File: config.mk
export PLATFORM = sky130hd
export DESIGN_NAME = dbg_scan_chain
export DESIGN_NICKNAME = d
export VERILOG_FILES = /design/src/rtl/dbg_chain_pkg.sv /design/src/rtl/dbg_shift_reg.sv /design/src/rtl/dbg_reg_file.sv /design/src/rtl/dbg_scan_chain.sv
export SDC_FILE = /design/constraint.sdc
export NUM_CORES = 1
export LEC_CHECK = 0
export ABC_AREA = 1
export BUFFER_PORTS_ARGS = -buffer_cell sky130_fd_sc_hd__buf_2
export CAP_MARGIN = 25
export CORE_MARGIN = 1
export CORE_UTILIZATION = 25
export DETAILED_ROUTE_END_ITERATION = 8
export PLACE_DENSITY = 0.46
export SLEW_MARGIN = 20
export SYNTH_ARGS = -nofsm -noshare
export SYNTH_HDL_FRONTEND = slang
export SYNTH_HIERARCHICAL = 1
export SYNTH_SLANG_ARGS = --single-unit
File: constraint.sdc
create_clock -name tck_i -period 9.5 [get_ports tck_i]
set_input_delay 1.9 -clock tck_i [delete_from_list [all_inputs] [get_ports tck_i]]
set_output_delay 1.9 -clock tck_i [all_outputs]
set_load 0.1 [all_outputs]
File: src/rtl/dbg_chain_pkg.sv
// Package: shared widths, address map and packet layout for the debug scan chain.
// Assumes a 5-bit address space; watch units sit at multiples of 8 starting at 8.
package dbg_chain_pkg;
    localparam int DATA_W     = 32;
    localparam int ADDR_W     = 5;
    localparam int PKT_W      = DATA_W + ADDR_W + 1;
    localparam int WATCH_REGS = 6;

    localparam logic [ADDR_W-1:0] A_CTRL = 5'h00;
    localparam logic [ADDR_W-1:0] A_STAT = 5'h01;
    localparam logic [ADDR_W-1:0] A_VCAT = 5'h02;
    localparam logic [ADDR_W-1:0] A_CCTL = 5'h04;
    localparam logic [ADDR_W-1:0] A_CDAT = 5'h05;

    typedef struct packed {
        logic              wr;
        logic [ADDR_W-1:0] addr;
        logic [DATA_W-1:0] data;
    } pkt_t;
endpackage

File: src/rtl/dbg_shift_reg.sv
// Module: 38-bit serial packet register. Capture loads the data field only;
// shift moves bits toward bit 0 (LSB-first). Assumes strobes are mutually exclusive.
module dbg_shift_reg
    import dbg_chain_pkg::*;
(
    input  logic              clk,
    input  logic              rst_n,
    input  logic              cap_i,
    input  logic              shift_i,
    input  logic              tdi_i,
    input  logic [DATA_W-1:0] cap_data_i,
    output logic              tdo_o,
    output pkt_t              pkt_o
);
    logic [PKT_W-1:0] sr;

    // Packet register: reset, capture into data field, or shift one place.
    always_ff @(posedge clk) begin
        if (!rst_n)       sr <= '0;
        else if (cap_i)   sr[DATA_W-1:0] <= cap_data_i;
        else if (shift_i) sr <= {tdi_i, sr[PKT_W-1:1]};
    end

    assign tdo_o = sr[0];
    assign pkt_o = pkt_t'(sr);

    p_shift_order_r1: assert property (@(posedge clk) disable iff (!rst_n)
        (shift_i && !cap_i) |=> (sr[PKT_W-2:0] == $past(sr[PKT_W-1:1]) && sr[PKT_W-1] == $past(tdi_i)));
    p_hold_idle_r1: assert property (@(posedge clk) disable iff (!rst_n)
        (!shift_i && !cap_i) |=> $stable(sr));
endmodule

File: src/rtl/dbg_reg_file.sv
// Module: debug register file. One write port (update strobe) and one
// combinational read port (selected address). Assumes N_WATCH <= 3, CTRL_W in 5..31.
module dbg_reg_file
    import dbg_chain_pkg::*;
#(
    parameter int CTRL_W  = 6,
    parameter int STAT_W  = 5,
    parameter bit VC_EN   = 1'b1,
    parameter int N_WATCH = 2
) (
    input  logic              clk,
    input  logic              rst_n,
    input  logic              we_i,
    input  logic [ADDR_W-1:0] waddr_i,
    input  logic [DATA_W-1:0] wdata_i,
    input  logic [ADDR_W-1:0] raddr_i,
    output logic [DATA_W-1:0] rdata_o,
    input  logic [STAT_W-1:0] status_i,
    output logic [CTRL_W-1:0] ctrl_o
);
    logic [CTRL_W-1:0] ctrl_q;
    logic [DATA_W-1:0] cctl_q, cdat_q, vc_rd;
    logic [N_WATCH-1:0][DATA_W-1:0] watch_rd;

    // Control and comms registers: plain write-enabled storage.
    always_ff @(posedge clk) begin
        if (!rst_n) begin
            ctrl_q <= '0;
            cctl_q <= '0;
            cdat_q <= '0;
        end else if (we_i) begin
            if (waddr_i == A_CTRL) ctrl_q <= wdata_i[CTRL_W-1:0];
            if (waddr_i == A_CCTL) cctl_q <= wdata_i;
            if (waddr_i == A_CDAT) cdat_q <= wdata_i;
        end
    end

    // One block of six registers per watch unit, based at 8*(unit+1).
    for (genvar u = 0; u < N_WATCH; u++) begin : g_watch
        localparam logic [1:0] UID = 2'(u + 1);
        logic [DATA_W-1:0] regs [WATCH_REGS];
        logic w_hit, r_hit;
        assign w_hit = (waddr_i[4:3] == UID) && (waddr_i[2:0] < 3'(WATCH_REGS));
        assign r_hit = (raddr_i[4:3] == UID) && (raddr_i[2:0] < 3'(WATCH_REGS));

        // Watch unit storage write.
        always_ff @(posedge clk) begin
            if (!rst_n) begin
                for (int i = 0; i < WATCH_REGS; i++) regs[i] <= '0;
            end else if (we_i && w_hit) begin
                regs[waddr_i[2:0]] <= wdata_i;
            end
        end
        assign watch_rd[u] = r_hit ? regs[raddr_i[2:0]] : '0;
    end

    // Optional vector-catch register.
    if (VC_EN) begin : g_vc
        logic [DATA_W-1:0] vc_q;
        // Vector-catch storage write.
        always_ff @(posedge clk) begin
            if (!rst_n)                          vc_q <= '0;
            else if (we_i && waddr_i == A_VCAT) vc_q <= wdata_i;
        end
        assign vc_rd = vc_q;
    end else begin : g_no_vc
        assign vc_rd = '0;
        p_vc_absent_r7: assert property (@(posedge clk) disable iff (!rst_n)
            (raddr_i == A_VCAT) |-> (rdata_o == '0));
    end

    // Read multiplexer; unmapped addresses return zero.
    always_comb begin
        rdata_o = '0;
        case (raddr_i)
            A_CTRL:  rdata_o[CTRL_W-1:0] = ctrl_q;
            A_STAT:  rdata_o[STAT_W-1:0] = status_i;
            A_VCAT:  rdata_o = vc_rd;
            A_CCTL:  rdata_o = cctl_q;
            A_CDAT:  rdata_o = cdat_q;
            default: for (int u = 0; u < N_WATCH; u++) rdata_o = rdata_o | watch_rd[u];
        endcase
    end

    assign ctrl_o = ctrl_q;

    p_ctrl_write_r2: assert property (@(posedge clk) disable iff (!rst_n)
        (we_i && waddr_i == A_CTRL) |=> (ctrl_q == $past(wdata_i[CTRL_W-1:0])));
    p_ctrl_hold_r2: assert property (@(posedge clk) disable iff (!rst_n)
        !(we_i && waddr_i == A_CTRL) |=> $stable(ctrl_q));
    p_ctrl_upper_zero_r5: assert property (@(posedge clk) disable iff (!rst_n)
        (raddr_i == A_CTRL) |-> (rdata_o[DATA_W-1:CTRL_W] == '0));
    p_status_view_r6: assert property (@(posedge clk) disable iff (!rst_n)
        (raddr_i == A_STAT) |-> (rdata_o == DATA_W'(status_i)));
    p_unmapped_zero_r8: assert property (@(posedge clk) disable iff (!rst_n)
        (raddr_i == 5'h03 || raddr_i == 5'h1F) |-> (rdata_o == '0));
endmodule

File: src/rtl/dbg_scan_chain.sv
// Module: top of the debug register scan chain. Joins the packet register to the
// register file; update writes and selects, capture reads the selection.
// Assumes a TAP controller outside drives one strobe at a time, all on tck_i.
module dbg_scan_chain
    import dbg_chain_pkg::*;
#(
    parameter int CTRL_W  = 6,
    parameter int STAT_W  = 5,
    parameter bit VC_EN   = 1'b1,
    parameter int N_WATCH = 2
) (
    input  logic              tck_i,
    input  logic              rst_n_i,
    input  logic              cap_i,
    input  logic              shift_i,
    input  logic              upd_i,
    input  logic              tdi_i,
    output logic              tdo_o,
    input  logic [STAT_W-1:0] core_status_i,
    output logic [CTRL_W-1:0] dbg_ctrl_o,
    output logic              mon_en_o
);
    localparam int MON_BIT = 4;

    pkt_t              pkt;
    logic [DATA_W-1:0] rdata;
    logic [ADDR_W-1:0] sel_q;
    logic              we;

    dbg_shift_reg u_sr (
        .clk        (tck_i),
        .rst_n      (rst_n_i),
        .cap_i      (cap_i),
        .shift_i    (shift_i),
        .tdi_i      (tdi_i),
        .cap_data_i (rdata),
        .tdo_o      (tdo_o),
        .pkt_o      (pkt)
    );

    assign we = upd_i && pkt.wr;

    // Read selection: latched from the packet address on every update.
    always_ff @(posedge tck_i) begin
        if (!rst_n_i)   sel_q <= '0;
        else if (upd_i) sel_q <= pkt.addr;
    end

    dbg_reg_file #(
        .CTRL_W  (CTRL_W),
        .STAT_W  (STAT_W),
        .VC_EN   (VC_EN),
        .N_WATCH (N_WATCH)
    ) u_rf (
        .clk      (tck_i),
        .rst_n    (rst_n_i),
        .we_i     (we),
        .waddr_i  (pkt.addr),
        .wdata_i  (pkt.data),
        .raddr_i  (sel_q),
        .rdata_o  (rdata),
        .status_i (core_status_i),
        .ctrl_o   (dbg_ctrl_o)
    );

    assign mon_en_o = dbg_ctrl_o[MON_BIT];

    p_strobe_excl_r1: assert property (@(posedge tck_i) disable iff (!rst_n_i)
        $onehot0({cap_i, shift_i, upd_i}));
    p_select_r3: assert property (@(posedge tck_i) disable iff (!rst_n_i)
        upd_i |=> (sel_q == $past(pkt.addr)));
    p_capture_r3: assert property (@(posedge tck_i) disable iff (!rst_n_i)
        cap_i |=> (pkt.data == $past(rdata)));
endmodule

==> results of run 1 <==
[worst register-to-register path: stages (launching register included)]
cell and delay [ps]:
dfxtp_2 310, buf_4 520, clkinv_2 590, nor2_4 700, buf_16 240, buf_4 560
buf_4 570, nand2_1 130, nand4_1 110, nand3_1 240, nand3_1 190, nand2_1 70
nand3_1 110, nand2_1 50, inv_1 70
[synth_stat cells]
library cell	n	share of area
inv_4	1	0.00022
nor2_8	1	0.00070
nor3_1	31	0.0054
o21ai_0	111	0.019
nand3_2	3	0.0011
nor2_2	9	0.0020
dfxtp_1	145	0.10
inv_2	3	0.00040
conb_1	1	0.00013
nor3_4	1	0.00057
buf_6	3	0.0012
clkinv_1	7	0.00092
nor2_4	1	0.00040
buf_4	7	0.0018
buf_1	16	0.0021
clkbuf_2	2	0.00035
edfxtp_1	512	0.54
inv_1	281	0.037
nand4_1	120	0.026
nand2_1	736	0.097
o21ai_1	1	0.00018
a21oi_1	161	0.028
nand2_2	3	0.00066
clkbuf_1	81	0.011
buf_2	71	0.012
nor2_1	554	0.073
nand3_1	195	0.034
buf_8	3	0.0016
nor3_2	2	0.00070
[flip-flops by register name, summed over array words and instances, names as in the netlist]
register / cells
u_rf/g_watch.regs: 512
u_sr/pkt_o: 38
u_rf/cctl_q: 32
u_rf/cdat_q: 32
u_rf/g_vc.vc_q: 32
u_rf/ctrl_o: 6
sel_q: 5
[final timing paths]
path	slack [ps]	endpoint	from
max	4420	u_rf/g_watch[0].regs[3][27]	upd_i
min	450	u_rf/g_vc.vc_q[1]	u_rf/g_vc.vc_q[1]
max reg2reg	4990	u_sr/pkt_o[31]	sel_q[1]
min reg2reg	450	u_rf/g_vc.vc_q[1]	u_rf/g_vc.vc_q[1]
[logic make-up after synthesis]
kind of cell | synth area share
buffers and inverters | 0.0687
AO/OA/AOI/OAI | 0.0479
AND/OR/NAND/NOR | 0.242
other | 0.000132
flip-flops | 0.641
[layout make-up]
cell class / instances / area, um^2 / area share
Sequential cell: 657 / 18300 / 0.556
Multi-Input combinational cell: 2057 / 8860 / 0.269
Clock buffer: 102 / 2110 / 0.0642
Tap cell: 1500 / 1880 / 0.0570
Inverter: 292 / 1100 / 0.0335
Timing Repair Buffer: 60 / 453 / 0.0138
Clock inverter: 31 / 215 / 0.00654
[per-layer routing]
layer / GRT usage / vias up / share of wire
li1: - / 10100 / -
met1: 0.216 / 10300 / 0.47
met2: 0.242 / 497 / 0.45
met3: 0.0186 / 127 / 0.051
met4: 0.0468 / 0 / 0.024
met5: 0 / - / 0
[power breakdown]
part	internal, mW	leakage (nW)	total [mW]	switching [mW]
Clock	1.63	1.14	2.79	1.16
Combinational	0.0832	4.27	0.401	0.318
Sequential	3.18	6.46	3.22	0.0410
Total	4.89	11.9	6.41	1.52
[per-stage QoR]
stage,instances,hold slack [ps],setup WS [ps],util
finish,4699,447,4420,0.292
global route,4699,472,4240,0.292
CTS,4697,449,4360,0.291
detailed placement,4564,440,3710,0.271
global placement,4563,436,3810,0.270
floorplan,3189,424,4070,-
==> summary.txt, run 1 <==
Placed design
  • Area after DPL: between 0.03 and 0.04 mm^2
  • # port buffers: 18
  • RePlAce Congestion: around 0.77
  • DP Wirelength: between 50 and 60 mm

CTS
  • Clock Sinks: between 600 and 700
  • CTS root buffer: clkbuf_16
  • Resize count post-CTS: 0
  • Longest Clk Path Bufs: 3
  • Clk_lat worst skew: 620 ps
  • Post-CTS setup buffers: 0
  • CTS Hold Bufs: 0
  • Clock slew at reported path FFs: about 60 ps
  • CTS HTree Levels: 3
  • TritonCTS clock tree: done
  • CTS buffer count: 76

Timing
  • Clock skew: 19.9 ps
  • Slew headroom: 0.277
  • Fmax: about 0.2 GHz
  • Final hold violations: 0
  • Tcrit/Tclk final: 0.535
  • Worst Tran Pin Value: about 1100 ps
  • Slew Viols, Final: 0
  • RSZ-0062 raised after global routing: no
  • Setup-failing EPs final: 0
  • Fin crit period: just over 5000 ps
  • Fin Setup TNS: 0 ps

Floorplanning
  • Core region area: ~0.11 mm^2
  • DIE WIDTH: approximately 340 um
  • Initial Utilization: 0.253
  • Die area: about 0.12 mm^2
  • Core Rows: 123
  • Die Height: about 340 um
  • I/O pins: 19

Routing
  • Final WL: 88.5 mm
  • DRC: 0
  • Via count: around 21000
  • Via density: ~4.5
  • DRT antenna net count: 0
  • Initial drt markers: ~1700
  • Drt first pass iters: 6
  • Avg WL per Cell: between 15 and 20 um

Pwr
  • Lkg Pwr: between 10 and 15 nW
  • Cell area power density: ~200 mW/mm^2
  • Maximum VDD drop: ~0.13 mV
  • Total power: 6.41 mW

Finish
  • Most common cell after layout, fill and taps aside: nand2_1
  • N_diodes: 0
  • Synth-to-layout area growth: 15.4%
  • Most frequent cells in the layout: 727 x nand2_1, 554 x nor2_1, 512 x edfxtp_1
  • # fillers: roughly 12000
  • Final net count: approximately 3200
  • Design Area, Final: roughly 0.033 mm^2
  • Layout cells sized above 1: 0.0628

Setup path
  • Crit path required time: between 9000 and 10000 ps
  • Worst setup path class: input port to flip-flop
  • Critical Path Source Type: input port
  • Top delay family on crit path: simple AND/OR/NAND/NOR gates
  • Stages on the worst setup path: 9
  • Worst Path Arrival: 5320 ps
  • Critical Path Max Stage Delay: ~980 ps
  • Critical Path Sink Type: flip-flop
  • Most frequent CP cell: nand2_2
  • CP max stage cell: nand2_2
  • Crit path buf inv count: 2
  • Critical path, cell by cell: buf_2 -> nand2_1 -> inv_1 -> nand3_1 -> nor2_1 -> nand2_2 -> nor2_4 -> nand3_2 -> nand2_2
  • Max FO, Critical Path: 34
  • R2R depth: 14

Global route
  • Initial antenna violation count: 0
  • Vias in the first global route: between 20000 and 25000
  • First-pass GRT wire length: approximately 130 mm
  • Total GRT Usage: 0.152
  • GRT Residual Overflow: 0
  • Largest net degree at the start of global routing: 70

Logic synthesis
  • Syn Inst Count: roughly 3000
  • Seq/Total Area, Yosys: 0.641
  • Yosys warnings: 6
  • Mapped cell area: 0.0285 mm^2
  • Yosys reg bits: around 660
  • Netlist cell types: 29
  • Mean Syn Cell Area: a little over 9 um^2

Outcome
  • Status: complete, no violations

Run
  • Max Cap Viol: 0

Worst hold path
  • Hold Path Depth: 2
  • Hold crit path type: flip-flop to flip-flop
(Power assumes the default switching activity.)
==> inputs of run 2 (changes only) <==
Settings changed: PLACE_DENSITY 0.46 to 0.48.
Clock period 9.5 ns to 4.5 ns, I/O delays scaled along.
==> run 2 against run 1 <==
Compared with the run above:
- first-iteration DRC count is 3.3% lower
- cell area is 0.51% higher
- core utilization is 0.15 points higher
- clock power is 110% higher
- wire length is 0.88% lower
==> summary.txt, run 2 (synthesis gave the netlist of run 1 again) <==
Pwr
  • Lkg Pwr: approximately 12 nW
  • Maximum VDD drop: between 0.2 and 0.3 mV
  • Clk pwr share: 0.434
  • Pint: 10.3 mW
  • Sequential fraction of design power: 0.502
  • Comb power frac: 0.064
  • Cell area power density: 408 mW/mm^2
  • Sw Ratio: 0.236
  • Sw Pwr: between 3 and 4 mW

Finish
  • Biggest register: u_rf/g_watch.regs
  • Layout cells sized above 1: 0.0683
  • Final net count: 3175
  • Synth-to-layout area growth: 16.0%
  • Most frequent cells in the layout: 728 x nand2_1, 554 x nor2_1, 512 x edfxtp_1
  • Most common cell after layout, fill and taps aside: nand2_1
  • Max reg flops: 512
  • Final std cells w/o fill: roughly 4700
  • N_diodes: 0

CTS
  • Clock Sinks: ~660
  • TritonCTS clock tree: done
  • Longest Clk Path Bufs: 3
  • CTS HTree Levels: 3
  • CTS root buffer: clkbuf_16
  • Resize count post-CTS: 0
  • CTS Hold Bufs: 0
  • Clk_lat worst skew: roughly 610 ps
  • CTS buffer count: 74
  • Post-CTS setup buffers: 0
  • Clock slew at reported path FFs: 60 ps

Setup path
  • Worst Path Arrival: around 3500 ps
  • R2r setup slk: around 1600 ps
  • Critical Path Source Type: flip-flop
  • Critical Path Sink Type: flip-flop
  • Worst setup path class: flip-flop to flip-flop
  • Max FO, Critical Path: 62
  • Crit path required time: ~5100 ps
  • R2R depth: 11

Routing
  • Initial drt markers: between 1500 and 2000
  • Final WL: 87.7 mm
  • Avg WL per Cell: 18.6 um
  • DRC: 0
  • Via density: around 4.5
  • DRT antenna net count: 0
  • Drt first pass iters: 5
  • Via count: between 20000 and 25000

Timing
  • Worst Tran Pin Value: ~1100 ps
  • Final hold violations: 0
  • Fin Setup TNS: 0 ps
  • RSZ-0062 raised after global routing: no
  • Slew Viols, Final: 0
  • Fmax: about 0.34 GHz
  • Setup-failing EPs final: 0
  • Fin crit period: between 2000 and 3000 ps
  • Tcrit/Tclk final: 0.645
  • Slew headroom: 0.294
  • Clock skew: roughly 25 ps

Floorplanning
  • Die area: 0.115 mm^2
  • I/O pins: 19
  • DIE WIDTH: around 340 um
  • Initial Utilization: 0.253
  • Core Rows: 123
  • Die Height: 340 um
  • Core region area: ~0.11 mm^2

Placed design
  • RePlAce Congestion: 0.802
  • # port buffers: 18
  • Dpl cells: ~4600
  • DP Wirelength: a little over 50 mm

Global route
  • Met2 global-route usage: 0.250
  • Initial antenna violation count: 0
  • First-pass GRT wire length: ~130 mm
  • Met1 Usage GRT: 0.201
  • Total GRT Usage: 0.150
  • Grt met3 use: 0.0186
  • GRT Residual Overflow: 0
  • Largest net degree at the start of global routing: ~160
  • Vias in the first global route: 20300
  • Most Used Layer, Global Route: met2

Worst hold path
  • Hold crit path type: flip-flop to flip-flop
  • Hold Path Depth: 2

Outcome
  • Status: complete, no violations

Run
  • Max Cap Viol: 0
run 2: changes by cell type in the layout (fill, tap and decap cells not counted), moves of 2 or more:
cell	before	now
clkinv_2	11	8
buf_4	40	60
buf_12	2	5
clkinv_1	24	19
clkbuf_8	5	3
clkbuf_1	18	28
clkinvlp_4	1	3
run 2: layer usage:
layer,part of all wire,up-vias
li1,-,10200
met1,0.45,10300
met2,0.47,558
met3,0.054,135
met4,0.025,0
met5,0,-
run 2: worst max-delay path: stages, from the launching register on:
cell     delay [ps]
dfxtp_4         350
inv_2            30
buf_4           420
nor2_1          470
nand3_2         700
o21ai_0         420
nor2_1           70
nand3_1          80
nand2_1          70
nand3_1         110
nand2_1          50
inv_1            70
run 2: stage by stage:
step                      worst slack (ps)  power (mW)  hold WS [ps]  utilization  cell area, um^2
after floorplan                       71.2        7.41           424            -            29000
after global placement                1020        7.77           437        0.273            30800
after detailed placement              1020        7.77           440        0.273            30800
after CTS                             1580        13.7           448        0.293            33100
after global routing                  1310        14.0           467        0.293            33100
final                                 1600        13.5           450        0.293            33100
run 2: final timing paths:
path,start,end
setup / recovery,sel_q[2],u_sr/pkt_o[29]
hold / removal,u_rf/cdat_q[29],u_rf/cdat_q[29]
hold reg to reg,u_rf/cdat_q[29],u_rf/cdat_q[29]
setup reg to reg,sel_q[2],u_sr/pkt_o[29]
run 2: cell type report:
cell class	instances	area (um^2)
flip-flops and latches	657	18300
fillers	11900	79700
multi-input cells	2057	8850
clock inverters	25	196
repair buffers	82	636
inverters	292	1100
clock buffers	110	2120
well taps	1500	1880
run 2: power groups by stage:
stage,clock (mW),sequential (mW),combinational (mW)
2_1_floorplan,0,6.90,0.513
3_3_place_gp,0,6.90,0.866
3_5_place_dp,0,6.91,0.868
4_1_cts,6.01,6.78,0.870
5_1_grt,6.24,6.80,0.942
6_report,5.86,6.78,0.869
